**src/rtl/rs_pkg.sv**
```systemverilog
package rs_pkg;
  localparam int PC_W = 16;
  localparam int NREQ = 3;
  localparam int VEC_W = $clog2(NREQ);

  typedef enum logic [1:0] {
    ENT_IDLE = 2'd0,
    ENT_PUSH = 2'd1,
    ENT_HOLD = 2'd2
  } ent_state_t;

  // Return address written by a call
  function automatic logic [PC_W-1:0] call_ret_addr(input logic [PC_W-1:0] pc);
    return pc + PC_W'(2);
  endfunction

  // Lowest set index wins
  function automatic logic [VEC_W-1:0] pick_level(input logic [NREQ-1:0] req);
    logic [VEC_W-1:0] r;
    r = '0;
    for (int i = NREQ - 1; i >= 0; i--) begin
      if (req[i]) r = VEC_W'(i);
    end
    return r;
  endfunction

  function automatic logic [NREQ-1:0] level_mask(input logic [VEC_W-1:0] idx);
    return NREQ'(1) << idx;
  endfunction
endpackage

```
**src/rtl/rs_lifo.sv**
```systemverilog
module rs_lifo #(
  parameter int W = 16,
  parameter int DEPTH = 6,
  localparam int CW = $clog2(DEPTH + 1)
) (
  input  logic          clk,
  input  logic          rst_n,
  input  logic          push,
  input  logic          pop,
  input  logic [W-1:0]  din,
  output logic [W-1:0]  top,
  output logic [CW-1:0] count,
  output logic          ovf,
  output logic          unf
);
  logic [W-1:0] mem [DEPTH];
  logic [CW-1:0] cnt_q;
  logic full_w, empty_w;

  assign full_w  = (cnt_q == CW'(DEPTH));
  assign empty_w = (cnt_q == '0);
  assign count   = cnt_q;

  for (genvar g = 0; g < DEPTH; g++) begin : g_ent
    always_ff @(posedge clk) begin
      if (push && !full_w && cnt_q == CW'(g)) mem[g] <= din;
    end
  end

  always_comb begin
    top = '0;
    for (int i = 0; i < DEPTH; i++) begin
      if (cnt_q == CW'(i + 1)) top = mem[i];
    end
  end

  always_ff @(posedge clk) begin
    if (!rst_n) begin
      cnt_q <= '0;
      ovf   <= 1'b0;
      unf   <= 1'b0;
    end else if (push) begin
      if (full_w) ovf <= 1'b1;
      else        cnt_q <= cnt_q + CW'(1);
    end else if (pop) begin
      if (empty_w) unf <= 1'b1;
      else         cnt_q <= cnt_q - CW'(1);
    end
  end
endmodule

```
**src/rtl/rs_irq_pend.sv**
```systemverilog
module rs_irq_pend #(
  parameter int N = 3
) (
  input  logic         clk,
  input  logic         rst_n,
  input  logic [N-1:0] irq,
  input  logic [N-1:0] clr,
  output logic [N-1:0] pend,
  output logic [N-1:0] rise
);
  logic [N-1:0] prev_q;

  for (genvar g = 0; g < N; g++) begin : g_line
    assign rise[g] = irq[g] & ~prev_q[g];
    always_ff @(posedge clk) begin
      if (!rst_n) begin
        prev_q[g] <= 1'b0;
        pend[g]   <= 1'b0;
      end else begin
        prev_q[g] <= irq[g];
        if (rise[g])     pend[g] <= 1'b1;
        else if (clr[g]) pend[g] <= 1'b0;
      end
    end
  end
endmodule

```
**src/rtl/rs_irq_entry.sv**
```systemverilog
module rs_irq_entry
  import rs_pkg::*;
#(
  parameter int N = NREQ,
  parameter int W = PC_W,
  localparam int VW = $clog2(N)
) (
  input  logic          clk,
  input  logic          rst_n,
  input  logic          insn_end,
  input  logic          ei,
  input  logic [N-1:0]  pend,
  input  logic [W-1:0]  pc,
  output logic          accept,
  output logic [N-1:0]  clr,
  output logic          ent_push,
  output logic [W-1:0]  saved_pc,
  output logic          stall,
  output logic [N-1:0]  ack,
  output logic [VW-1:0] vec,
  output logic          gie
);
  ent_state_t st_q;
  logic [VW-1:0] sel_w, sel_q;

  assign sel_w    = pick_level(pend);
  assign accept   = insn_end && gie && (pend != '0) && (st_q == ENT_IDLE);
  assign clr      = accept ? level_mask(sel_w) : '0;
  assign ent_push = (st_q == ENT_PUSH);
  assign stall    = (st_q != ENT_IDLE);
  assign ack      = ent_push ? level_mask(sel_q) : '0;
  assign vec      = sel_q;

  always_ff @(posedge clk) begin
    if (!rst_n) begin
      st_q     <= ENT_IDLE;
      sel_q    <= '0;
      saved_pc <= '0;
      gie      <= 1'b0;
    end else begin
      if (accept)  gie <= 1'b0;
      else if (ei) gie <= 1'b1;
      unique case (st_q)
        ENT_IDLE: if (accept) begin
          st_q     <= ENT_PUSH;
          sel_q    <= sel_w;
          saved_pc <= pc;
        end
        ENT_PUSH: st_q <= ENT_HOLD;
        default:  st_q <= ENT_IDLE;
      endcase
    end
  end
endmodule

```
**src/rtl/retstk_irq_seq.sv**
```systemverilog
module retstk_irq_seq
  import rs_pkg::*;
#(
  parameter int W = PC_W,
  parameter int DEPTH = 6,
  parameter int N = NREQ,
  localparam int VW = $clog2(N),
  localparam int CW = $clog2(DEPTH + 1)
) (
  input  logic          clk,
  input  logic          rst_n,
  input  logic          call_i,
  input  logic [W-1:0]  pc_i,
  input  logic          ret_i,
  input  logic          insn_end_i,
  input  logic          ei_i,
  input  logic [N-1:0]  irq_i,
  output logic [W-1:0]  ret_pc_o,
  output logic [N-1:0]  ack_o,
  output logic [VW-1:0] vec_o,
  output logic          stall_o,
  output logic          gie_o,
  output logic [N-1:0]  pending_o,
  output logic          overflow_o,
  output logic          underflow_o
);
  logic [N-1:0]  clr_w, rise_w;
  logic          accept_w, ent_push_w, push_w, pop_w;
  logic [W-1:0]  saved_pc_w, din_w;
  logic [CW-1:0] cnt_w;

  rs_irq_pend #(.N(N)) u_pend (
    .clk(clk), .rst_n(rst_n), .irq(irq_i), .clr(clr_w),
    .pend(pending_o), .rise(rise_w)
  );

  rs_irq_entry #(.N(N), .W(W)) u_entry (
    .clk(clk), .rst_n(rst_n), .insn_end(insn_end_i), .ei(ei_i),
    .pend(pending_o), .pc(pc_i), .accept(accept_w), .clr(clr_w),
    .ent_push(ent_push_w), .saved_pc(saved_pc_w), .stall(stall_o),
    .ack(ack_o), .vec(vec_o), .gie(gie_o)
  );

  assign push_w = ent_push_w | (call_i & ~stall_o);
  assign pop_w  = ret_i & ~call_i & ~stall_o;
  assign din_w  = ent_push_w ? saved_pc_w : W'(call_ret_addr(PC_W'(pc_i)));

  rs_lifo #(.W(W), .DEPTH(DEPTH)) u_lifo (
    .clk(clk), .rst_n(rst_n), .push(push_w), .pop(pop_w), .din(din_w),
    .top(ret_pc_o), .count(cnt_w), .ovf(overflow_o), .unf(underflow_o)
  );
endmodule

```
**config.mk**
```make
export PLATFORM = sky130hd
export DESIGN_NAME = retstk_irq_seq
export DESIGN_NICKNAME = d
export VERILOG_FILES = /design/src/rtl/rs_pkg.sv /design/src/rtl/rs_lifo.sv /design/src/rtl/rs_irq_pend.sv /design/src/rtl/rs_irq_entry.sv /design/src/rtl/retstk_irq_seq.sv
export SDC_FILE = /design/constraint.sdc
export NUM_CORES = 1
export LEC_CHECK = 0
export BUFFER_PORTS_ARGS = -buffer_cell sky130_fd_sc_hd__buf_2
export CORE_AREA = 5 5 113 115
export DETAILED_ROUTE_END_ITERATION = 10
export DIE_AREA = 0 0 118 120
export GPL_ROUTABILITY_DRIVEN = 0
export HOLD_SLACK_MARGIN = 0.12
export PLACE_DENSITY = 0.79
export SYNTH_ARGS = -nofsm -noshare
export SYNTH_HDL_FRONTEND = slang
export SYNTH_SLANG_ARGS = --single-unit
```
**constraint.sdc**
```tcl
create_clock -name clk -period 2.36 [get_ports clk]
set_input_delay 0.472 -clock clk [delete_from_list [all_inputs] [get_ports clk]]
set_output_delay 0.472 -clock clk [all_outputs]
set_load 0.01 [all_outputs]
```
======== Word-level counts from Yosys, hierarchy flattened ========
Memories as Yosys holds them, arrays and structs flattened.
Cells that the tools add are included.
Widths: inputs -> output; s select.
cells by class
  reductions and logical operators ........ 29
  add/subtract/negate cells ............... 3
  bitwise gates (word level) .............. 14
  multiplexer cells ....................... 51
  equality and inequality tests ........... 10
  shift operators ......................... 2
operators with widths
  cell                   number
  $mux 16                12
  $reduce_or 16->1       5
  $mux 3                 11
  $mux 1                 23
  $add 16x2->16 const B  1
  $logic_and 1x1->1      10
  $reduce_bool 2->1      5
  $eq 3x3->1 const B     3
  $mux 2                 4
  $not 1->1              7
  $and 1x1->1            6
  $eq 3x2->1 const B     2
  $reduce_and 3->1       2
  $shl 1x2->3 const A    2
  $ne 2x1->1 const B     2
  $pmux 2 s2             1
  $reduce_and 2->1       2
  $add 3x1->3 const B    1
  $eq 3x1->1 const B     1
  $logic_not 3->1        1
  $reduce_bool 3->1      1
  $sub 3x1->3 const B    1
  $eq 2x1->1 const B     1
  $logic_not 2->1        1
  other kinds (4)        4
word-level totals
  output and inout port bits .............. 28
  bits in writable memories ............... 96
  memories kept ........................... 1
  input port bits ......................... 25
  logic and storage cells ................. 123
  register bits ........................... 32
memory list
  memory      words  bits a word  rd ports  clocked after Yosys merged registers in  wr ports  line           source
  u_lifo.mem  6      16           6         0                                        1         rs_lifo.sv:16  logic [W-1:0] mem [DEPTH];

======== Longest topological paths before layout ========
Gate-level depths: netlist of run 1.
  depth after elaboration ................. 14
  mapped depth ............................ 11
  mapped depth without buffers ............ 6

======== Cells and area by module ========
Synthesis of run 1 repeated with hierarchy kept, for this count alone.
unflattened totals
  cell total of the unflattened synthesis .. 477
  area total of the unflattened synthesis .. 5805.6 um2
by module, submodules not included
  module          area each (um2)  sequential area each (um2)  instances  cells each
  rs_lifo         4215.3           2982.9                      1          290
  rs_irq_entry    910.9            420.4                       1          97
  retstk_irq_seq  454.2            0.0                         1          72
  rs_irq_pend     225.2            120.1                       1          18

======== Worst setup path before layout of run 1 ========
Ideal clock, no wire load.
  kind .................................... register to output
  from .................................... register u_lifo.cnt_q[2] (netlist: u_lifo.count[2])
  to ...................................... output port ret_pc_o[10]
  required time ........................... 1.888 ns
  path slack .............................. -0.248 ns
  data arrival time ....................... 2.136 ns
  cell stages (with the launch flop) ...... 12
  buffers on the path ..................... 5
  path through ............................ dfxtp_1 > buf_2 > clkinv_1 > clkbuf_1 > ha_1 > buf_2 > or2_1 > buf_2 > buf_2 > a21oi_1 > a211oi_1 > o22ai_1
between the ends
  longest elaborated chain between the ends .. 7
  elaborated cells between the ends (all ways) .. 12
  classes of those cells .................. eq/ne: 6; mux: 6
ends and longest elaborated chain
  item                      line                  source
  start: declaration        rs_lifo.sv:17         logic [CW-1:0] cnt_q;
  start signal: assignment  rs_lifo.sv:44         else cnt_q <= cnt_q + CW'(1);
  start signal: assignment  rs_lifo.sv:47         else cnt_q <= cnt_q - CW'(1);
  $eq 3x1->1                rs_lifo.sv:33         if (cnt_q == CW'(i + 1)) top = mem[i];
  $mux 16 (5 in a row)      rs_lifo.sv:33
  $mux 16 (*)               rs_lifo.sv:33
  end: declaration          retstk_irq_seq.sv:18  output logic [W-1:0] ret_pc_o,
Mark *: on every way between the ends. The rest lies on a longest branch, timed or not.

======== Worst setup path after layout of run 1 ========
  from .................................... register u_lifo.cnt_q[1] (netlist: u_lifo.count[1])
  to ...................................... output port ret_pc_o[0]
Same word-level chain as after synthesis.

==> load_flow_metrics.sql, run 1 <==
INSERT INTO impl_metrics (metric_group, metric, value, unit) VALUES
('run_status', 'run_status', 'finished, violations left', ''),
('run_status', 'failed_checks', 'negative setup slack', ''),
('yosys', 'ys_seq_area_share', '62.5', '%'),
('power', 'power_density', '941', 'nW/µm²'),
('drt', 'wire_length_per_cell', '19.2', 'µm'),
('hold_path', 'holdPathStages', '2', ''),
('yosys', 'synth_top_cell_area_share', '51.1', '%'),
('finish', 'drive_gt1_share', '29.8', '%'),
('timing', 'min_period_over_period', '108', '%'),
('yosys', 'post_synth_and_or_nand_nor_area_fraction', '15.9', '%'),
('global_route', 'grt_first_pass_wirelength', '22100', 'µm'),
('yosys', 'post_synth_inst_count', '486', ''),
('floorplan', 'fp-row-count', '40', ''),
('timing', 'min_period', '2.56', 'ns'),
('placed_design', 'dp_hpwl', '8310', 'µm'),
('yosys', 'synthArstFlopShare', '0', '%'),
('global_route', 'overflow', '0', ''),
('finish', 'area_growth', '27.9', '%'),
('finish', 'filler_cell_count', '866', ''),
('finish', 'ff_latch_area', '3530', 'µm²'),
('clock_tree', 'path_clk_slew', '0.06', 'ns'),
('finish', 'multi_input_comb_area', '2160', 'µm²'),
('job', 'max_cap_viol_count', '0', ''),
('drt', 'drt_pass_1_iters', '5', ''),
('floorplan', 'design.die.area', '14200', 'µm²'),
('critical_path', 'worst_path_dominant_cell_family', 'flip-flops', ''),
('timing', 'grt_setup_unrepaired', 'true', ''),
('timing', 'timing.final.hold_violations', '0', ''),
('floorplan', 'core_region_area', '11700', 'µm²'),
('timing', 'tightestPinTransition', '0.879', 'ns'),
('yosys', 'synthFlopType', 'edfxtp_1', ''),
('finish', 'final_cell_count_no_fill', '728', ''),
('finish', 'layout.nets', '600', ''),
('timing', 'timing_max_transition_violations_final', '0', ''),
('drt', 'routed-via-count', '4219', ''),
('clock_tree', 'hold_fix_buffer_count_after_cts', '0', ''),
('placed_design', 'placed_cells_incl_taps', '681', ''),
('timing', 'finalWorstSetupSlack', '-0.195', 'ns'),
('yosys', 'distinct_cells_synth', '47', ''),
('global_route', 'gr-usage-all-layers', '19.9', '%'),
('clock_tree', 'tritoncts.num_buffers', '17', ''),
('yosys', 'synth-edff-count', '96', ''),
('critical_path', 'crit_type', 'reg2out', ''),
('clock_tree', 'bufs_on_longest_clock_path', '2', ''),
('clock_tree', 'clkLatencyLatePin', '0.42', 'ns'),
('yosys', 'synthesis.area', '5640', 'µm²'),
('drt', 'routed_wirelength', '14000', 'µm'),
('global_route', 'first_global_vias', '4310', ''),
('critical_path', 'path_cells', 'ha_4, ha_4, or2_4, buf_12, a21oi_4, a211oi_2, o22ai_1, buf_2', ''),
('power', 'worst_ir_drop_vdd', '0.541', 'mV'),
('floorplan', 'chipWidth', '118', 'µm'),
('yosys', 'synth-compound-area-share', '11.9', '%'),
('timing', 'timing.final.setup_violations', '16', ''),
('global_route', 'initial_antenna_violation_count', '0', ''),
('hold_path', 'min_path_type', 'in2reg', ''),
('yosys', 'synth_xor_xnor_area_share', '2.02', '%'),
('yosys', 'combinational_family_with_the_most_area_after_synthesis', 'simple AND/OR/NAND/NOR gates', ''),
('timing', 'finalClockSkew', '0.00838', 'ns'),
('critical_path', 'timing.critical_path.arrival', '2.08', 'ns'),
('drt', 'detail_route.vias_per_cell', '5.80', ''),
('placed_design', 'portBuffers', '52', ''),
('critical_path', 'ff2ff_path_depth', '3', ''),
('drt', 'drc', '0', ''),
('drt', 'drt_iter0_drc', '325', ''),
('critical_path', 'delay_of_the_slowest_critical_path_stage', '0.37', 'ns'),
('drt', 'ant_nets', '0', ''),
('power', 'fin_total_pwr', '6.79', 'mW'),
('yosys', 'synth.yosys.warnings', '0', ''),
('critical_path', 'data_required_time_of_the_worst_path', '1.89', 'ns'),
('clock_tree', 'clock-root-buffer', 'clkbuf_16', ''),
('clock_tree', 'tritoncts', 'built', '');
-- worst register-to-register path: stages, from the launching register on --
cell and delay (ns):
dfxtp_1 0.47, nor2_1 0.12, nor3_1 0.28, and2_1 0.78
-- area by class of cell --
| type | count | share of cell area (%) |
|---|---|---|
| Clock inverter | 12 | 1.84 |
| Timing Repair Buffer | 93 | 9.81 |
| Clock buffer | 20 | 6.47 |
| Sequential cell | 128 | 49.0 |
| Inverter | 7 | 0.468 |
| Tap cell | 147 | 2.55 |
| Multi-Input combinational cell | 321 | 29.9 |
-- worst paths after layout --
| kind | startpoint | end | slack, ns |
|---|---|---|---|
| worst min-delay path | irq_i[0] | u_pend.prev_q[0] | 0.26 |
| worst max register to register | u_entry.st_q[0] | u_lifo.mem[1][2] | 0.34 |
| worst max-delay path | u_lifo.count[1] | ret_pc_o[0] | -0.20 |
| worst min register to register | u_lifo.unf | u_lifo.unf | 0.47 |
-- per-stage QoR --
step                worst slack (ns)  cell area [µm²]  util (%)
floorplan                     0.0225             5670         -
global placement               0.145             6200      53.0
detailed placement            0.0963             6200      53.0
CTS                           -0.184             7020      60.0
global route                  -0.231             7220      61.6
finish                        -0.195             7220      61.6
-- layer usage --
layer | track usage (%) | up-vias | part of all wire [%]
li1 | - | 1946 | -
met1 | 23.6 | 2060 | 40
met2 | 34.5 | 177 | 51
met3 | 5.00 | 36 | 6.2
met4 | 8.39 | 0 | 2.7
met5 | 0 | - | 0
-- state kept, by name (all words and copies together) (netlist names) --
signal,count
u_entry.vec,2
u_entry.gie,1
u_pend.prev_q,3
u_lifo.ovf,1
u_lifo.mem,96
u_lifo.count,3
u_lifo.unf,1
u_entry.saved_pc,16
u_entry.st_q,2
u_pend.pend,3
-- layout by cell type (no fill, tap or decap), drive strengths merged, types with 17 or more instances in the layout --
cell,Yosys,layout
dfxtp,32,32
nor2b,22,22
o21ai,34,34
a21oi,40,40
clkbuf,18,21
nand2,60,60
buf,12,92
edfxtp,96,96
mux2i,17,17
nor2,25,25
-- cell families after synthesis --
kind of cell,Yosys count
AO/OA/AOI/OAI,115
XOR/XNOR,13
adder cells (fa/ha/maj),7
buffers and inverters,37
flip-flops,128
multiplexers,18
AND/OR/NAND/NOR,168
-- what timing repair did --
item | CTS | global route
cloned | 2 | 1
endpoints found under the setup margin | 16 | 16
resized for setup | 35 | 21
setup buffers | 3 | 9
pin swaps | 9 | 19
-- where the power goes --
| part | switching, mW | leakage [nW] | internal, mW | total (mW) |
|---|---|---|---|---|
| clock network | 0.955 | 0.288 | 1.64 | 2.59 |
| logic | 0.843 | 1.13 | 0.667 | 1.51 |
| registers | 0.0717 | 1.14 | 2.61 | 2.69 |
| total | 1.87 | 2.55 | 4.92 | 6.79 |
Power figures use the tool's default switching activity.
==> run 2: changes to the inputs <==
- ABC_AREA: not set -> 1
- CORE_AREA: 5 5 113 115 -> 5 5 114 116
- DIE_AREA: 0 0 118 120 -> 0 0 119 121
- GPL_TIMING_DRIVEN: not set -> 0
- PLACE_DENSITY: 0.79 -> 0.8
==> load_flow_metrics.sql, run 2 <==
INSERT INTO impl_metrics (metric_group, metric, value, unit) VALUES
('yosys', 'synthFlopType', 'edfxtp_1', ''),
('power', 'total_leakage_power', '3.29', 'nW'),
('clock_tree', 'path_clk_slew', '0.05', 'ns'),
('clock_tree', 'tritoncts', 'built', ''),
('yosys', 'synthTopCellsByCount', '119 x nand2_1, 100 x nand3_1, 96 x edfxtp_1, 50 x inv_1, 35 x nor2_1', ''),
('finish', 'layout_common_cells', '100 x nand2_1, 96 x edfxtp_1, 52 x nand3_2, 49 x buf_2, 46 x nand3_1', ''),
('global_route', 'gr-usage-all-layers', '23.2', '%'),
('global_route', 'grt_first_pass_wirelength', '25400', 'µm'),
('finish', 'drive_gt1_share', '41.4', '%'),
('drt', 'drt_iter0_drc', '488', ''),
('timing', 'finalWorstSetupSlack', '-0.221', 'ns'),
('yosys', 'ys_seq_area_share', '60.7', '%'),
('critical_path', 'critPathCaptureType', 'primary output', ''),
('yosys', 'synth.yosys.warnings', '0', ''),
('timing', 'timing.final.hold_violations', '0', ''),
('run_status', 'failed_checks', 'negative setup slack', ''),
('global_route', 'overflow', '0', ''),
('clock_tree', 'clkLatencyLatePin', '0.43', 'ns'),
('clock_tree', 'clock-root-buffer', 'clkbuf_16', ''),
('yosys', 'mappedNetlistNets', '612', ''),
('clock_tree', 'tritoncts.num_buffers', '17', ''),
('floorplan', 'chipWidth', '119', 'µm'),
('finish', 'register_bank_with_the_most_flops', 'u_lifo.mem', ''),
('clock_tree', 'bufs_on_longest_clock_path', '2', ''),
('finish', 'diodes', '0', ''),
('critical_path', 'data_required_time_of_the_worst_path', '1.89', 'ns'),
('critical_path', 'path_cells', 'buf_6, ha_4, inv_4, nor2_4, buf_6, nand2_2, nand3_2, nand3_2, nand3_2, nand3_1, nand2_1, buf_2', ''),
('run_status', 'run_status', 'finished, violations left', ''),
('timing', 'timing.final.setup_violations', '16', ''),
('drt', 'routed_wirelength', '17300', 'µm'),
('timing', 'min_period_over_period', '109', '%'),
('finish', 'filler_cell_count', '818', ''),
('timing', 'tightestPinTransition', '1.03', 'ns'),
('critical_path', 'critical_path_buf_inv_count', '4', ''),
('placed_design', 'placed_cells_incl_taps', '783', ''),
('yosys', 'post-synth-top-area-cell', 'edfxtp_1', ''),
('clock_tree', 'clock_tree.htree_level_count', '4', ''),
('yosys', 'ys_top_cells_by_area', 'edfxtp_1 50%, dfxtp_1 11%, nand3_1 8.6%, nand2_1 7.7%, inv_1 3.2%', ''),
('critical_path', 'timing.critical_path.from_type', 'flip-flop', ''),
('floorplan', 'fp-row-count', '40', ''),
('drt', 'wire_length_per_cell', '20.9', 'µm'),
('floorplan', 'chipHeight', '121', 'µm'),
('power', 'worst_ir_drop_vdd', '0.664', 'mV'),
('timing', 'timing_max_transition_violations_final', '0', ''),
('power', 'power_density', '876', 'nW/µm²'),
('timing', 'fin_setup_tns', '-2.02', 'ns'),
('clock_tree', 'numClockSinks', '128', ''),
('finish', 'ff_latch_area', '3530', 'µm²'),
('yosys', 'distinct_cells_synth', '38', ''),
('drt', 'drt_pass_1_iters', '8', ''),
('critical_path', 'cp_max_fo', '5', ''),
('job', 'max_cap_viol_count', '0', ''),
('timing', 'min_period', '2.58', 'ns'),
('floorplan', 'boundaryPins', '53', ''),
('finish', 'layout.nets', '700', ''),
('critical_path', 'critical-path-top-cell-by-count', 'nand3_2', ''),
('yosys', 'synthArstFlopShare', '0', '%'),
('finish', 'multi_input_comb_area', '2480', 'µm²'),
('floorplan', 'design.die.area', '14400', 'µm²'),
('yosys', 'synthesis.area', '5800', 'µm²'),
('hold_path', 'min_path_type', 'in2reg', ''),
('drt', 'ant_nets', '0', ''),
('drt', 'detail_route.vias_per_cell', '5.82', ''),
('yosys', 'number_of_flip_flops_and_latches_in_the_synthesized_netlist', '128', ''),
('finish', 'layout_commonest_cell', 'nand2_1', ''),
('finish', 'largest_register_ffs', '96', ''),
('yosys', 'post_synth_inst_count', '580', ''),
('timing', 'grt_setup_unrepaired', 'true', ''),
('drt', 'routed-via-count', '4823', ''),
('global_route', 'grt_start_max_net_pins', '17', ''),
('finish', 'final_cell_count_no_fill', '828', ''),
('global_route', 'initial_antenna_violation_count', '0', ''),
('floorplan', 'core_region_area', '11800', 'µm²'),
('critical_path', 'timing.critical_path.arrival', '2.11', 'ns'),
('timing', 'achievable-frequency', '387', 'MHz'),
('finish', 'biggestRegsByFlops', 'u_lifo.mem x96, u_entry.saved_pc x16', ''),
('critical_path', 'delay_of_the_slowest_critical_path_stage', '0.39', 'ns'),
('yosys', 'synthesis.area_per_instance', '10.0', 'µm²'),
('global_route', 'first_global_vias', '4835', ''),
('drt', 'drc', '0', ''),
('yosys', 'synth-edff-count', '96', ''),
('critical_path', 'critical_path_s_slowest_cell', 'dfxtp_4', ''),
('yosys', 'synth_top_cell_area_share', '49.7', '%'),
('placed_design', 'portBuffers', '52', ''),
('placed_design', 'dp_hpwl', '9390', 'µm'),
('timing', 'finalClockSkew', '0.0160', 'ns'),
('critical_path', 'worst_path_dominant_cell_family', 'simple AND/OR/NAND/NOR gates', ''),
('timing', 'maxSlewHeadroom', '30.6', '%'),
('critical_path', 'crit_type', 'reg2out', ''),
('finish', 'area_growth', '34.1', '%'),
('yosys', 'yosysMostFrequentCell', 'nand2_1', ''),
('floorplan', 'start_util', '49.1', '%');
==> run 2: path summary, 6_finish.rpt <==
kind,cells after the start,from,end,slack [ns]
min,3,irq_i[2],u_pend.prev_q[2],0.25
max,12,u_lifo.count[0],ret_pc_o[7],-0.22
min reg2reg,1,u_pend.prev_q[0],u_pend.pend[0],0.42
max reg2reg,5,u_entry.st_q[0],u_lifo.mem[2][15],0.14
==> run 2: power breakdown <==
group	internal, mW	switching (mW)	total (mW)
logic	0.585	0.919	1.50
registers	2.59	0.0596	2.65
clock network	1.73	0.934	2.66
==> run 2: per-layer routing <==
metal	up-vias	global-route usage [%]	share of wire [%]
met4	0	10.8	4.7
met5	-	0	0
met3	82	5.69	8.9
met1	2282	26.2	36
li1	2145	-	-
met2	314	41.1	51
==> run 2: area by class of cell <==
| type | count | share of cell area [%] |
|---|---|---|
| timing repair buffer | 69 | 6.33 |
| tap | 147 | 2.36 |
| clock buffer | 29 | 7.26 |
| sequential | 128 | 45.4 |
| multi-input combinational | 371 | 31.9 |
| inverter | 57 | 3.10 |
| clock inverter | 3 | 0.514 |
| buffer | 24 | 3.20 |
==> run 2: cells by family after synthesis <==
group           share of synthesized area (%)
simple gates                             24.7
compound gates                           5.95
fa+ha+maj                                1.51
xor+xnor                                 1.06
flops                                    60.7
buf+inv                                  6.08
==> run 2: through the flow <==
step	setup WS (ns)	util (%)	hold slack [ns]	area, µm²	total power, mW
3_3_place_gp	-0.561	52.9	0.402	6250	3.61
2_1_floorplan	0.151	-	0.399	5800	3.30
6_report	-0.221	65.9	0.249	7790	6.82
4_1_cts	-0.106	63.8	0.244	7540	6.59
5_1_grt	-0.275	65.9	0.265	7790	7.03
3_5_place_dp	-0.307	53.5	0.412	6310	3.67
==> run 2: tightest hold or removal path, stage by stage <==
cell and delay (ns):
buf_2 0.07, nand2_1 0.05, inv_1 0.04
==> run 2: timing repair <==
item | in CTS | in global routing
endpoints found under the hold margin | 0 | 0
setup endpoints to repair | 47 | 41
resized for setup | 139 | 60
hold buffers | 0 | 0
setup buffers | 8 | 1
pin swaps | 28 | 30
gates cloned | 4 | 0
==> run 3: changes to the inputs <==
- CORE_AREA: 5 5 114 116 -> 5 5 162 164
- DIE_AREA: 0 0 119 121 -> 0 0 167 169
- PLACE_DENSITY: 0.8 -> 0.49
==> load_flow_metrics.sql, run 3 (synthesis results as in run 2) <==
INSERT INTO impl_metrics (metric_group, metric, value, unit) VALUES
('finish', 'biggestRegsByFlops', 'u_lifo.mem x96, u_entry.saved_pc x16', ''),
('clock_tree', 'path_clk_slew', '0.06', 'ns'),
('drt', 'drt_pass_1_iters', '4', ''),
('floorplan', 'design.die.area', '28200', 'µm²'),
('timing', 'min_period_over_period', '104', '%'),
('power', 'power_density', '849', 'nW/µm²'),
('critical_path', 'critical_path_s_slowest_cell', 'dfxtp_4', ''),
('drt', 'drc', '0', ''),
('timing', 'fin_setup_tns', '-0.854', 'ns'),
('drt', 'ant_nets', '0', ''),
('floorplan', 'chipHeight', '169', 'µm'),
('timing', 'maxSlewHeadroom', '34.5', '%'),
('hold_path', 'min_path_type', 'in2reg', ''),
('timing', 'achievable-frequency', '407', 'MHz'),
('drt', 'routed-via-count', '4221', ''),
('clock_tree', 'clock_tree.htree_level_count', '4', ''),
('finish', 'filler_cell_count', '2432', ''),
('floorplan', 'start_util', '23.5', '%'),
('drt', 'detail_route.vias_per_cell', '4.13', ''),
('floorplan', 'fp-row-count', '58', ''),
('critical_path', 'crit_path_end', 'ret_pc_o[4]', ''),
('timing', 'finalWorstSetupSlack', '-0.0982', 'ns'),
('timing', 'finalClockSkew', '0.0101', 'ns'),
('timing', 'hold-worst-slack', '0.247', 'ns'),
('floorplan', 'core_region_area', '24700', 'µm²'),
('global_route', 'first_global_vias', '4332', ''),
('finish', 'drive_gt1_share', '47.3', '%'),
('placed_design', 'dp_worst_setup_slack', '-0.378', 'ns'),
('clock_tree', 'tritoncts.num_buffers', '17', ''),
('global_route', 'grt_start_max_net_pins', '17', ''),
('critical_path', 'ff2ff_path_depth', '5', ''),
('timing', 'timing.final.hold_violations', '0', ''),
('finish', 'area_growth', '43.6', '%'),
('critical_path', 'delay_of_the_slowest_critical_path_stage', '0.39', 'ns'),
('finish', 'ff_latch_area', '3530', 'µm²'),
('placed_design', 'placed_cell_area', '6510', 'µm²'),
('critical_path', 'data_required_time_of_the_worst_path', '1.89', 'ns'),
('critical_path', 'critPathCaptureType', 'primary output', ''),
('critical_path', 'crit_type', 'reg2out', ''),
('finish', 'diodes', '0', ''),
('timing', 'timing_max_transition_violations_final', '0', ''),
('finish', 'final_cell_count_no_fill', '1021', ''),
('timing', 'tightestPinTransition', '0.973', 'ns'),
('clock_tree', 'clock-root-buffer', 'clkbuf_16', ''),
('power', 'fin_total_pwr', '7.08', 'mW'),
('finish', 'finalCoreUtilization', '33.7', '%'),
('critical_path', 'worst_reg2reg_endpoint', 'u_lifo.mem[4][15]', ''),
('run_status', 'failed_checks', 'negative setup slack', ''),
('critical_path', 'path_cells', 'clkinvlp_4, ha_4, buf_4, nand3_1, nand3_2, nand3_2, nand3_2, nand3_2, nand2_4, buf_6', ''),
('critical_path', 'critical-path-top-cell-by-count', 'nand3_2', ''),
('finish', 'register_bank_with_the_most_flops', 'u_lifo.mem', ''),
('job', 'max_cap_viol_count', '0', ''),
('critical_path', 'r2r_start', 'u_entry.st_q[0]', ''),
('placed_design', 'placed_cells_incl_taps', '964', ''),
('critical_path', 'cp_max_fo', '6', ''),
('drt', 'wire_length_per_cell', '14.9', 'µm'),
('timing', 'grt_setup_unrepaired', 'true', ''),
('critical_path', 'setup.reg_to_reg.worst_slack', '0.17', 'ns'),
('clock_tree', 'numClockSinks', '128', ''),
('clock_tree', 'hold_fix_buffer_count_after_cts', '0', ''),
('global_route', 'grt_first_pass_wirelength', '24000', 'µm'),
('global_route', 'initial_antenna_violation_count', '0', ''),
('clock_tree', 'bufs_on_longest_clock_path', '2', ''),
('power', 'worst_ir_drop_vdd', '0.403', 'mV'),
('floorplan', 'chipWidth', '167', 'µm'),
('floorplan', 'boundaryPins', '53', ''),
('timing', 'min_period', '2.46', 'ns'),
('timing', 'timing.final.setup_violations', '16', ''),
('critical_path', 'timing_startpoint_of_the_critical_path', 'u_lifo.count[0]', ''),
('placed_design', 'portBuffers', '52', ''),
('finish', 'largest_register_ffs', '96', ''),
('drt', 'drt_iter0_drc', '225', ''),
('power', 'total_leakage_power', '3.34', 'nW'),
('placed_design', 'dp_hpwl', '10400', 'µm'),
('drt', 'routed_wirelength', '15200', 'µm'),
('critical_path', 'timing.critical_path.from_type', 'flip-flop', ''),
('global_route', 'overflow', '0', ''),
('finish', 'layout_common_cells', '96 x edfxtp_1, 85 x nand2_1, 66 x nand3_2, 45 x inv_1, 39 x buf_2', ''),
('clock_tree', 'tritoncts', 'built', ''),
('finish', 'multi_input_comb_area', '2620', 'µm²'),
('critical_path', 'timing.critical_path.arrival', '1.99', 'ns'),
('run_status', 'run_status', 'finished, violations left', ''),
('finish', 'layout_commonest_cell', 'edfxtp_1', ''),
('finish', 'layout.nets', '710', ''),
('finish', 'post-route-cell-area', '8340', 'µm²'),
('global_route', 'gr-usage-all-layers', '10.9', '%'),
('clock_tree', 'clkLatencyLatePin', '0.42', 'ns');
## run 3: cell count changes in the layout (fill, tap and decap cells not counted), moves of 10 or more
cell,before,now
nand3_2,52,66
nand2_2,17,34
nand2_1,100,85
buf_6,16,28
nand3_1,46,34
buf_2,49,39
## run 3: worst max-delay path, delay by kind of cell, from the launching register on
family	cells	cell delay [ns]
adders and majority gates	1	0.23
DFF	1	0.39
buffers and inverters	3	0.42
and+or+nand+nor	6	0.52
## run 3: final cells by class
| cell class | count | area share [%] |
|---|---|---|
| Sequential cell | 128 | 42.4 |
| Multi-Input combinational cell | 371 | 31.4 |
| Buffer | 22 | 2.85 |
| Clock inverter | 14 | 2.46 |
| Tap cell | 330 | 4.95 |
| Timing Repair Buffer | 81 | 7.70 |
| Clock buffer | 18 | 5.15 |
| Inverter | 57 | 3.06 |
## run 3: power by group
group / leakage, nW / total (mW) / switching [mW] / internal, mW
Combinational: 1.90 / 1.64 / 0.913 / 0.729
Sequential: 1.14 / 2.64 / 0.0514 / 2.59
Clock: 0.302 / 2.80 / 1.02 / 1.78
## run 3: per-layer routing
layer	vias up	track usage [%]	wire (µm)
met5	-	0	0
met3	9	2.27	380
met2	71	18.3	7670
met4	0	4.48	165
li1	2162	-	-
met1	1979	13.8	7020
## run 3: repair_timing
item / 4_1_cts / 5_1_grt
pin swaps: 55 / 62
setup endpoints to repair: 85 / 57
gates cloned: 6 / 0
gates resized for setup: 176 / 88
setup buffers: 19 / 3
## run 3: how the worst min path moves through the flow
stage,start,cells after the start,slack (ns),end
floorplan,u_pend.prev_q[1],1,0.40,u_pend.pend[1]
global placement,u_pend.prev_q[2],1,0.40,u_pend.pend[2]
detailed placement,u_pend.prev_q[1],1,0.41,u_pend.pend[1]
CTS,irq_i[2],3,0.24,u_pend.prev_q[2]
global route,irq_i[2],3,0.27,u_pend.prev_q[2]
finish,irq_i[2],3,0.25,u_pend.prev_q[2]
